--- src/rtl/dp_uop_pkg.sv ---
package dp_uop_pkg;

  // Field one codes
  localparam logic [2:0] F1_NONE  = 3'b000;
  localparam logic [2:0] F1_ADD   = 3'b001;
  localparam logic [2:0] F1_CLR   = 3'b010;
  localparam logic [2:0] F1_INC   = 3'b011;
  localparam logic [2:0] F1_DR2AC = 3'b100;
  localparam logic [2:0] F1_DR2AR = 3'b101;
  localparam logic [2:0] F1_PC2AR = 3'b110;
  localparam logic [2:0] F1_WRITE = 3'b111;

  // Field two codes
  localparam logic [2:0] F2_NONE  = 3'b000;
  localparam logic [2:0] F2_SUB   = 3'b001;
  localparam logic [2:0] F2_OR    = 3'b010;
  localparam logic [2:0] F2_AND   = 3'b011;
  localparam logic [2:0] F2_READ  = 3'b100;
  localparam logic [2:0] F2_AC2DR = 3'b101;
  localparam logic [2:0] F2_INCDR = 3'b110;
  localparam logic [2:0] F2_PC2DR = 3'b111;

  // Field three codes
  localparam logic [2:0] F3_NONE  = 3'b000;
  localparam logic [2:0] F3_XOR   = 3'b001;
  localparam logic [2:0] F3_COM   = 3'b010;
  localparam logic [2:0] F3_SHL   = 3'b011;
  localparam logic [2:0] F3_SHR   = 3'b100;
  localparam logic [2:0] F3_INCPC = 3'b101;
  localparam logic [2:0] F3_AR2PC = 3'b110;

  typedef enum logic [3:0] {
    AC_HOLD, AC_ADD, AC_CLR, AC_INC, AC_LDDR, AC_SUB,
    AC_OR, AC_AND, AC_XOR, AC_COM, AC_SHL, AC_SHR
  } ac_op_e;

  typedef enum logic [2:0] {DR_HOLD, DR_MEM, DR_AC, DR_INC, DR_PC} dr_op_e;
  typedef enum logic [1:0] {AR_HOLD, AR_DR, AR_PC} ar_op_e;
  typedef enum logic [1:0] {PC_HOLD, PC_INC, PC_AR} pc_op_e;

  typedef struct packed {
    ac_op_e ac;
    dr_op_e dr;
    ar_op_e ar;
    pc_op_e pc;
    logic   mem_rd;
    logic   mem_wr;
  } uop_ctl_t;

endpackage

--- src/rtl/dp_uop_decode.sv ---
module dp_uop_decode
  import dp_uop_pkg::*;
(
  input  logic [2:0] f1_op,
  input  logic [2:0] f2_op,
  input  logic [2:0] f3_op,
  output uop_ctl_t   ctl
);

  ac_op_e ac_f1, ac_f2, ac_f3;

  // accumulator requests, one per field
  always_comb begin
    case (f1_op)
      F1_ADD:   ac_f1 = AC_ADD;
      F1_CLR:   ac_f1 = AC_CLR;
      F1_INC:   ac_f1 = AC_INC;
      F1_DR2AC: ac_f1 = AC_LDDR;
      default:  ac_f1 = AC_HOLD;
    endcase
    case (f2_op)
      F2_SUB:   ac_f2 = AC_SUB;
      F2_OR:    ac_f2 = AC_OR;
      F2_AND:   ac_f2 = AC_AND;
      default:  ac_f2 = AC_HOLD;
    endcase
    case (f3_op)
      F3_XOR:   ac_f3 = AC_XOR;
      F3_COM:   ac_f3 = AC_COM;
      F3_SHL:   ac_f3 = AC_SHL;
      F3_SHR:   ac_f3 = AC_SHR;
      default:  ac_f3 = AC_HOLD;
    endcase
  end

  always_comb begin
    // field priority on the accumulator: one, then two, then three
    if (ac_f1 != AC_HOLD)      ctl.ac = ac_f1;
    else if (ac_f2 != AC_HOLD) ctl.ac = ac_f2;
    else                       ctl.ac = ac_f3;

    case (f2_op)
      F2_READ:  ctl.dr = DR_MEM;
      F2_AC2DR: ctl.dr = DR_AC;
      F2_INCDR: ctl.dr = DR_INC;
      F2_PC2DR: ctl.dr = DR_PC;
      default:  ctl.dr = DR_HOLD;
    endcase

    case (f1_op)
      F1_DR2AR: ctl.ar = AR_DR;
      F1_PC2AR: ctl.ar = AR_PC;
      default:  ctl.ar = AR_HOLD;
    endcase

    case (f3_op)
      F3_INCPC: ctl.pc = PC_INC;
      F3_AR2PC: ctl.pc = PC_AR;
      default:  ctl.pc = PC_HOLD;
    endcase

    ctl.mem_rd = (f2_op == F2_READ);
    ctl.mem_wr = (f1_op == F1_WRITE);
  end

endmodule

--- src/rtl/dp_alu.sv ---
module dp_alu
  import dp_uop_pkg::*;
#(
  parameter int DATA_W = 16
) (
  input  ac_op_e            op,
  input  logic [DATA_W-1:0] ac,
  input  logic [DATA_W-1:0] dr,
  output logic [DATA_W-1:0] ac_next
);

  localparam logic [DATA_W-1:0] ONE = DATA_W'(1);

  always_comb begin
    case (op)
      AC_ADD:  ac_next = ac + dr;
      AC_CLR:  ac_next = '0;
      AC_INC:  ac_next = ac + ONE;
      AC_LDDR: ac_next = dr;
      AC_SUB:  ac_next = ac - dr;
      AC_OR:   ac_next = ac | dr;
      AC_AND:  ac_next = ac & dr;
      AC_XOR:  ac_next = ac ^ dr;
      AC_COM:  ac_next = ~ac;
      AC_SHL:  ac_next = {ac[DATA_W-2:0], 1'b0};
      AC_SHR:  ac_next = {1'b0, ac[DATA_W-1:1]};
      default: ac_next = ac;
    endcase
  end

endmodule

--- src/rtl/dp_ac_status.sv ---
module dp_ac_status #(
  parameter int DATA_W = 16
) (
  input  logic              clk,
  input  logic              rst,
  input  logic [DATA_W-1:0] ac_next,
  output logic              zero_q
);

  // zero flag registered alongside the accumulator
  always_ff @(posedge clk) begin
    if (rst) zero_q <= 1'b1;
    else     zero_q <= (ac_next == '0);
  end

endmodule

--- src/rtl/mux_acc_datapath.sv ---
module mux_acc_datapath
  import dp_uop_pkg::*;
#(
  parameter int DATA_W = 16,
  parameter int ADDR_W = 11,
  parameter int OPC_W  = 4
) (
  input  logic              clk,
  input  logic              rst,
  input  logic [2:0]        f1_op,
  input  logic [2:0]        f2_op,
  input  logic [2:0]        f3_op,
  input  logic [DATA_W-1:0] mem_rdata,
  output logic [ADDR_W-1:0] mem_addr,
  output logic [DATA_W-1:0] mem_wdata,
  output logic              mem_rd,
  output logic              mem_wr,
  output logic              ac_sign,
  output logic              ac_zero,
  output logic              ir_indirect,
  output logic [OPC_W-1:0]  ir_opcode
);

  localparam int PAD_W = DATA_W - ADDR_W;
  localparam int OPC_HI = DATA_W - 2;
  localparam logic [ADDR_W-1:0] PC_ONE = ADDR_W'(1);
  localparam logic [DATA_W-1:0] DR_ONE = DATA_W'(1);

  logic [ADDR_W-1:0] pc, ar;
  logic [DATA_W-1:0] dr, ac, ac_next;
  uop_ctl_t          ctl;

  dp_uop_decode u_decode (
    .f1_op (f1_op),
    .f2_op (f2_op),
    .f3_op (f3_op),
    .ctl   (ctl)
  );

  dp_alu #(.DATA_W(DATA_W)) u_alu (
    .op      (ctl.ac),
    .ac      (ac),
    .dr      (dr),
    .ac_next (ac_next)
  );

  dp_ac_status #(.DATA_W(DATA_W)) u_status (
    .clk     (clk),
    .rst     (rst),
    .ac_next (ac_next),
    .zero_q  (ac_zero)
  );

  // accumulator
  always_ff @(posedge clk) begin
    if (rst) ac <= '0;
    else     ac <= ac_next;
  end

  // data register: memory, accumulator, increment, program counter
  always_ff @(posedge clk) begin
    if (rst) dr <= '0;
    else begin
      case (ctl.dr)
        DR_MEM:  dr <= mem_rdata;
        DR_AC:   dr <= ac;
        DR_INC:  dr <= dr + DR_ONE;
        DR_PC:   dr <= {{PAD_W{1'b0}}, pc};
        default: dr <= dr;
      endcase
    end
  end

  // address register: data register address field or program counter
  always_ff @(posedge clk) begin
    if (rst) ar <= '0;
    else begin
      case (ctl.ar)
        AR_DR:   ar <= dr[ADDR_W-1:0];
        AR_PC:   ar <= pc;
        default: ar <= ar;
      endcase
    end
  end

  // program counter: increment or address register
  always_ff @(posedge clk) begin
    if (rst) pc <= '0;
    else begin
      case (ctl.pc)
        PC_INC:  pc <= pc + PC_ONE;
        PC_AR:   pc <= ar;
        default: pc <= pc;
      endcase
    end
  end

  assign mem_addr    = ar;
  assign mem_wdata   = dr;
  assign mem_rd      = ctl.mem_rd;
  assign mem_wr      = ctl.mem_wr;
  assign ac_sign     = ac[DATA_W-1];
  assign ir_indirect = dr[DATA_W-1];
  assign ir_opcode   = dr[OPC_HI -: OPC_W];

  // ---------------- assertions ----------------
  p_clear_ac_r2: assert property (@(posedge clk) disable iff (rst)
    (f1_op == F1_CLR) |=> (ac == '0));

  p_shl_fill_r4: assert property (@(posedge clk) disable iff (rst)
    (f1_op == F1_NONE && (f2_op == F2_NONE || f2_op[2]) && f3_op == F3_SHL)
      |=> (ac[0] == 1'b0));

  p_f1_wins_r5: assert property (@(posedge clk) disable iff (rst)
    (f1_op == F1_DR2AC) |=> (ac == $past(dr)));

  p_dr_hold_r6: assert property (@(posedge clk) disable iff (rst)
    (f2_op[2] == 1'b0) |=> $stable(dr));

  p_ar_hold_r7: assert property (@(posedge clk) disable iff (rst)
    (f1_op != F1_DR2AR && f1_op != F1_PC2AR) |=> $stable(ar));

  p_pc_inc_r8: assert property (@(posedge clk) disable iff (rst)
    (f3_op == F3_INCPC) |=> (pc == $past(pc) + PC_ONE));

  p_write_quiet_r9: assert property (@(posedge clk) disable iff (rst)
    (f1_op == F1_WRITE && f2_op == F2_NONE && f3_op == F3_NONE)
      |=> ($stable(ac) && $stable(pc) && $stable(dr) && $stable(ar)));

  p_zero_flag_r10: assert property (@(posedge clk) disable iff (rst)
    ac_zero == (ac == '0));

endmodule

--- config.mk ---
export PLATFORM = sky130hd
export DESIGN_NAME = mux_acc_datapath
export DESIGN_NICKNAME = d
export VERILOG_FILES = /design/src/rtl/dp_uop_pkg.sv /design/src/rtl/dp_uop_decode.sv /design/src/rtl/dp_alu.sv /design/src/rtl/dp_ac_status.sv /design/src/rtl/mux_acc_datapath.sv
export SDC_FILE = /design/constraint.sdc
export NUM_CORES = 1
export LEC_CHECK = 0
export ABC_AREA = 1
export BUFFER_PORTS_ARGS = -buffer_cell sky130_fd_sc_hd__buf_2
export CORE_UTILIZATION = 61
export CTS_BUF_LIST = sky130_fd_sc_hd__clkbuf_4 sky130_fd_sc_hd__clkbuf_8 sky130_fd_sc_hd__clkbuf_16
export CTS_CLUSTER_DIAMETER = 30
export DETAILED_ROUTE_END_ITERATION = 16
export GPL_TIMING_DRIVEN = 0
export PLACE_DENSITY = 0.83
export SLEW_MARGIN = 20
export SYNTH_ARGS = -nofsm -noshare
export SYNTH_HDL_FRONTEND = slang
export SYNTH_SLANG_ARGS = --single-unit
--- constraint.sdc ---
create_clock -name clk -period 4.6 [get_ports clk]
set_input_delay 0.46 -clock clk [delete_from_list [all_inputs] [get_ports clk]]
set_output_delay 0.46 -clock clk [all_outputs]
set_load 0.02 [all_outputs]
==> summary.md <==
| Metric | Value |
|---|---|
| Finished Layout Cells | `1,133` |
| Slew @ Worst Pin | `0.925 ns` |
| Final worst setup slack | `0.343 ns` |
| H-Tree Depth | `2` |
| Switching pwr | `1.00 mW` |
| Post-route DRC | `0` |
| Layout Nets | `1,104` |
| Syn avg cell area | `5.99 um^2` |
| Initial DRC count | `777` |
| Final setup TNS | `0 ns` |
| Hold crit path type | `in -> reg` |
| Finish-stage setup viols | `0` |
| Worst vdd ir | `around 0.00026 V` |
| Routed WL | `19.3 mm` |
| Share of cells above drive strength 1 | `11.0%` |
| Core area | `0.00889 mm^2` |
| Status | `finished, final reports clean` |
| Power Dens Cells | `324 mW/mm^2` |
| Via count | `6,839` |
| DP HPWL | `14.8 mm` |
| Die Ht | `98.8 um` |
| Cell-internal power | `just over 1 mW` |
| CP endpoint kind | `register` |
| CTS max path bufs | `2` |
| Relative slew slack | `37.9%` |
| Yosys top cell by area | `dfxtp_1` |
| Via density | `6.04` |
| Hold WS | `0.409 ns` |
| Final instance area | `roughly 0.0063 mm^2` |
| Register share of total power | `30.4%` |
| Largest net degree at the start of global routing | `19` |
| Post-Place Cells | `approximately 1,100` |
| Clock share of power | `16.2%` |
| Postcts setup bufs | `0` |
| Synthesized cell area | `0.00572 mm^2` |
| Max Cap Viol | `0` |
| Hold Vio Cnt, Final | `0` |
| Hold buffers post-CTS | `0` |
| Crit Path Max Fanout | `10` |
| Area fraction of the dominant cell type after synthesis | `approximately a fifth` |
| Syn_nets | `1,036` |
| TritonCTS clock tree | `built` |
| Fmax | `235 MHz` |
| Fin crit period | `between 4 and 5 ns` |
| Wire per inst | `about 17 um` |
| Overall power | `2.03 mW` |
| Chip width | `98.8 um` |
| Global-route wire length before repair | `30.6 mm` |
| Synthesized flop and latch total | `55` |
| Die ar. | `0.00977 mm^2` |
| RD Place Congestion | `0.982` |
| Reg clk slew, reported paths | `0.12 ns` |
| Register area share after synthesis | `between 10% and 20%` |
| Vias in the first global route | `6,117` |
| Area Growth Syn to Fin | `9.65%` |
| Yosys warnings | `0` |
| Worst endpoint required time | `4.87 ns` |
| Post-synthesis cell count | `955` |
| Max Clock Skew | `0.00942 ns` |
| IO Count | `63` |
| Core Util, Final | `a little over two thirds` |
| Initial Util | `64.3%` |
| CTS Root Cell | `clkbuf_8` |
| Distinct cells, synth | `45` |
| Total grt overflow | `0` |
| DP Worst Slack | `between 0.08 and 0.09 ns` |
| Async SR Flop Fraction | `0%` |
| Worst Setup Start Kind | `input pin` |
| Pre-Repair DR Iteration Count | `6` |
| Comb power frac | `53.3%` |
| TritonCTS sink count | `55` |
| Tcrit/Tclk final | `92.5%` |
| Post-synth EDFFs | `0` |
| Crit Path Class | `in -> reg` |
| Port-buffer cells | `between 60 and 70` |
| Routed Antenna Nets | `0` |
| Antenna violations before repair | `0` |
| Clock Latency Late Sink | `0.33 ns` |
| Synth top area cells | `dfxtp_1, nand2_1, ha_1` |
| LEAKAGE | `about 3.1 nW` |
| Net Sw Frac | `between 40 and 50%` |
| Site row count | `34` |
| Cts bufs inserted | `5` |
| Final Max Slew Viols | `0` |
| Ys flop type | `dfxtp_1` |
| Area post-placement | `0.00616 mm^2` |
| All-Layer GR Usage | `39.6%` |
| WP data arrival | `4.53 ns` |
-- power by group through the flow --
stage	clock network, mW	registers, mW	logic [mW]
2_1_floorplan	0	0.614	0.770
3_3_place_gp	0	0.623	1.02
3_5_place_dp	0	0.624	1.04
4_1_cts	0.323	0.613	1.05
5_1_grt	0.342	0.621	1.22
6_report	0.329	0.618	1.08
-- final cells by class --
cell class                 count  area [um^2]
antenna                        1         2.50
fill                         872         2620
tap                          108          135
sequential                    55         1100
buffer                        32          170
multi-input combinational    734         3950
clock inverter                 2         20.0
timing repair buffer          61          305
clock buffer                   6         82.6
inverter                     134          503
-- cell families (layout without fill, tap and decap cells) --
family	after synthesis	after routing	share of synthesized area, %
AO/OA/AOI/OAI	221	221	21.9
XOR/XNOR	13	13	1.99
adder cells (fa/ha/maj)	54	54	11.9
buffers and inverters	166	235	11.8
flip-flops	55	55	19.3
other	0	1	0
AND/OR/NAND/NOR	446	446	33.2
-- path summary, 6_finish.rpt --
| path | endpoint | startpoint | cells after the start | slack [ns] |
|---|---|---|---|---|
| worst max-delay path | u_status.zero_q$_SDFF_PP1_ | f1_op[1] | 26 | 0.34 |
| worst min-delay path | mem_wdata[0]$_SDFFE_PP0P_ | mem_rdata[0] | 3 | 0.41 |
| worst max register to register | u_status.zero_q$_SDFF_PP1_ | mem_wdata[0]$_SDFFE_PP0P_ | 23 | 0.57 |
| worst min register to register | pc[9]$_SDFFE_PP0P_ | pc[9]$_SDFFE_PP0P_ | 2 | 0.51 |
-- cell usage in the layout (no fill, tap or decap), types with 4 or more instances in the layout --
cell type / count
dfxtp_1: 55
clkinv_1: 5
nand3_1: 48
buf_2: 64
ha_1: 53
clkbuf_1: 19
inv_1: 120
o22ai_1: 8
o21a_1: 5
a31oi_1: 14
clkbuf_8: 6
nor2_1: 89
a21oi_1: 53
xor2_1: 11
a211oi_1: 5
o221ai_1: 7
buf_4: 6
o21ai_1: 10
nand3_2: 5
nand2_2: 4
nand4_1: 6
nor3_1: 33
o21ai_0: 98
inv_2: 9
nand2_1: 250
-- what timing repair did --
item                                    CTS  global route
resized for setup                         0             2
endpoints found under the setup margin    0             1
hold endpoints to repair                  0             0
-- cells in the mapped netlist (6+ instances only) --
master    number
xor2_1        11
o21ai_0       98
inv_1        120
nand2_1      250
nor3_1        33
o221ai_1       7
ha_1          53
o22ai_1        8
nand4_1        6
a31oi_1       14
a21oi_1       53
inv_2          9
nand3_1       48
nor2_1        89
clkbuf_1      19
buf_4          6
o21ai_1       10
dfxtp_1       55
-- layer usage --
| metal | routed length (um) | up-vias | global-route usage (%) |
|---|---|---|---|
| met3 | 2290 | 81 | 6.60 |
| met2 | 8090 | 460 | 62.1 |
| met4 | 700 | 0 | 16.8 |
| met1 | 8230 | 3009 | 53.7 |
| met5 | 0 | - | 0 |
| li1 | - | 3289 | - |
-- critical path: stages --
cell	delay [ns]
buf_2	0.10
inv_1	0.13
nand3_2	0.27
nand3_2	0.24
inv_2	0.08
a21oi_1	0.20
nand2_1	0.15
nor2_4	0.17
clkbuf_2	0.26
nor3_1	0.07
nor3_1	0.22
ha_1	0.30
a21oi_1	0.33
o31ai_2	0.17
nand2_1	0.10
nand2_1	0.06
xor2_1	0.15
nand2_1	0.11
nand2_1	0.06
nor2_1	0.13
nand3_1	0.13
nor2_1	0.12
nand3_1	0.12
nor2_1	0.23
nand3_1	0.10
nand2_1	0.06
-- state kept, by name (all words and copies together) (netlist names) --
name,flops
ac,16
mem_addr,11
mem_wdata,16
pc,11
u_status.zero_q,1
(Power assumes the default switching activity.)
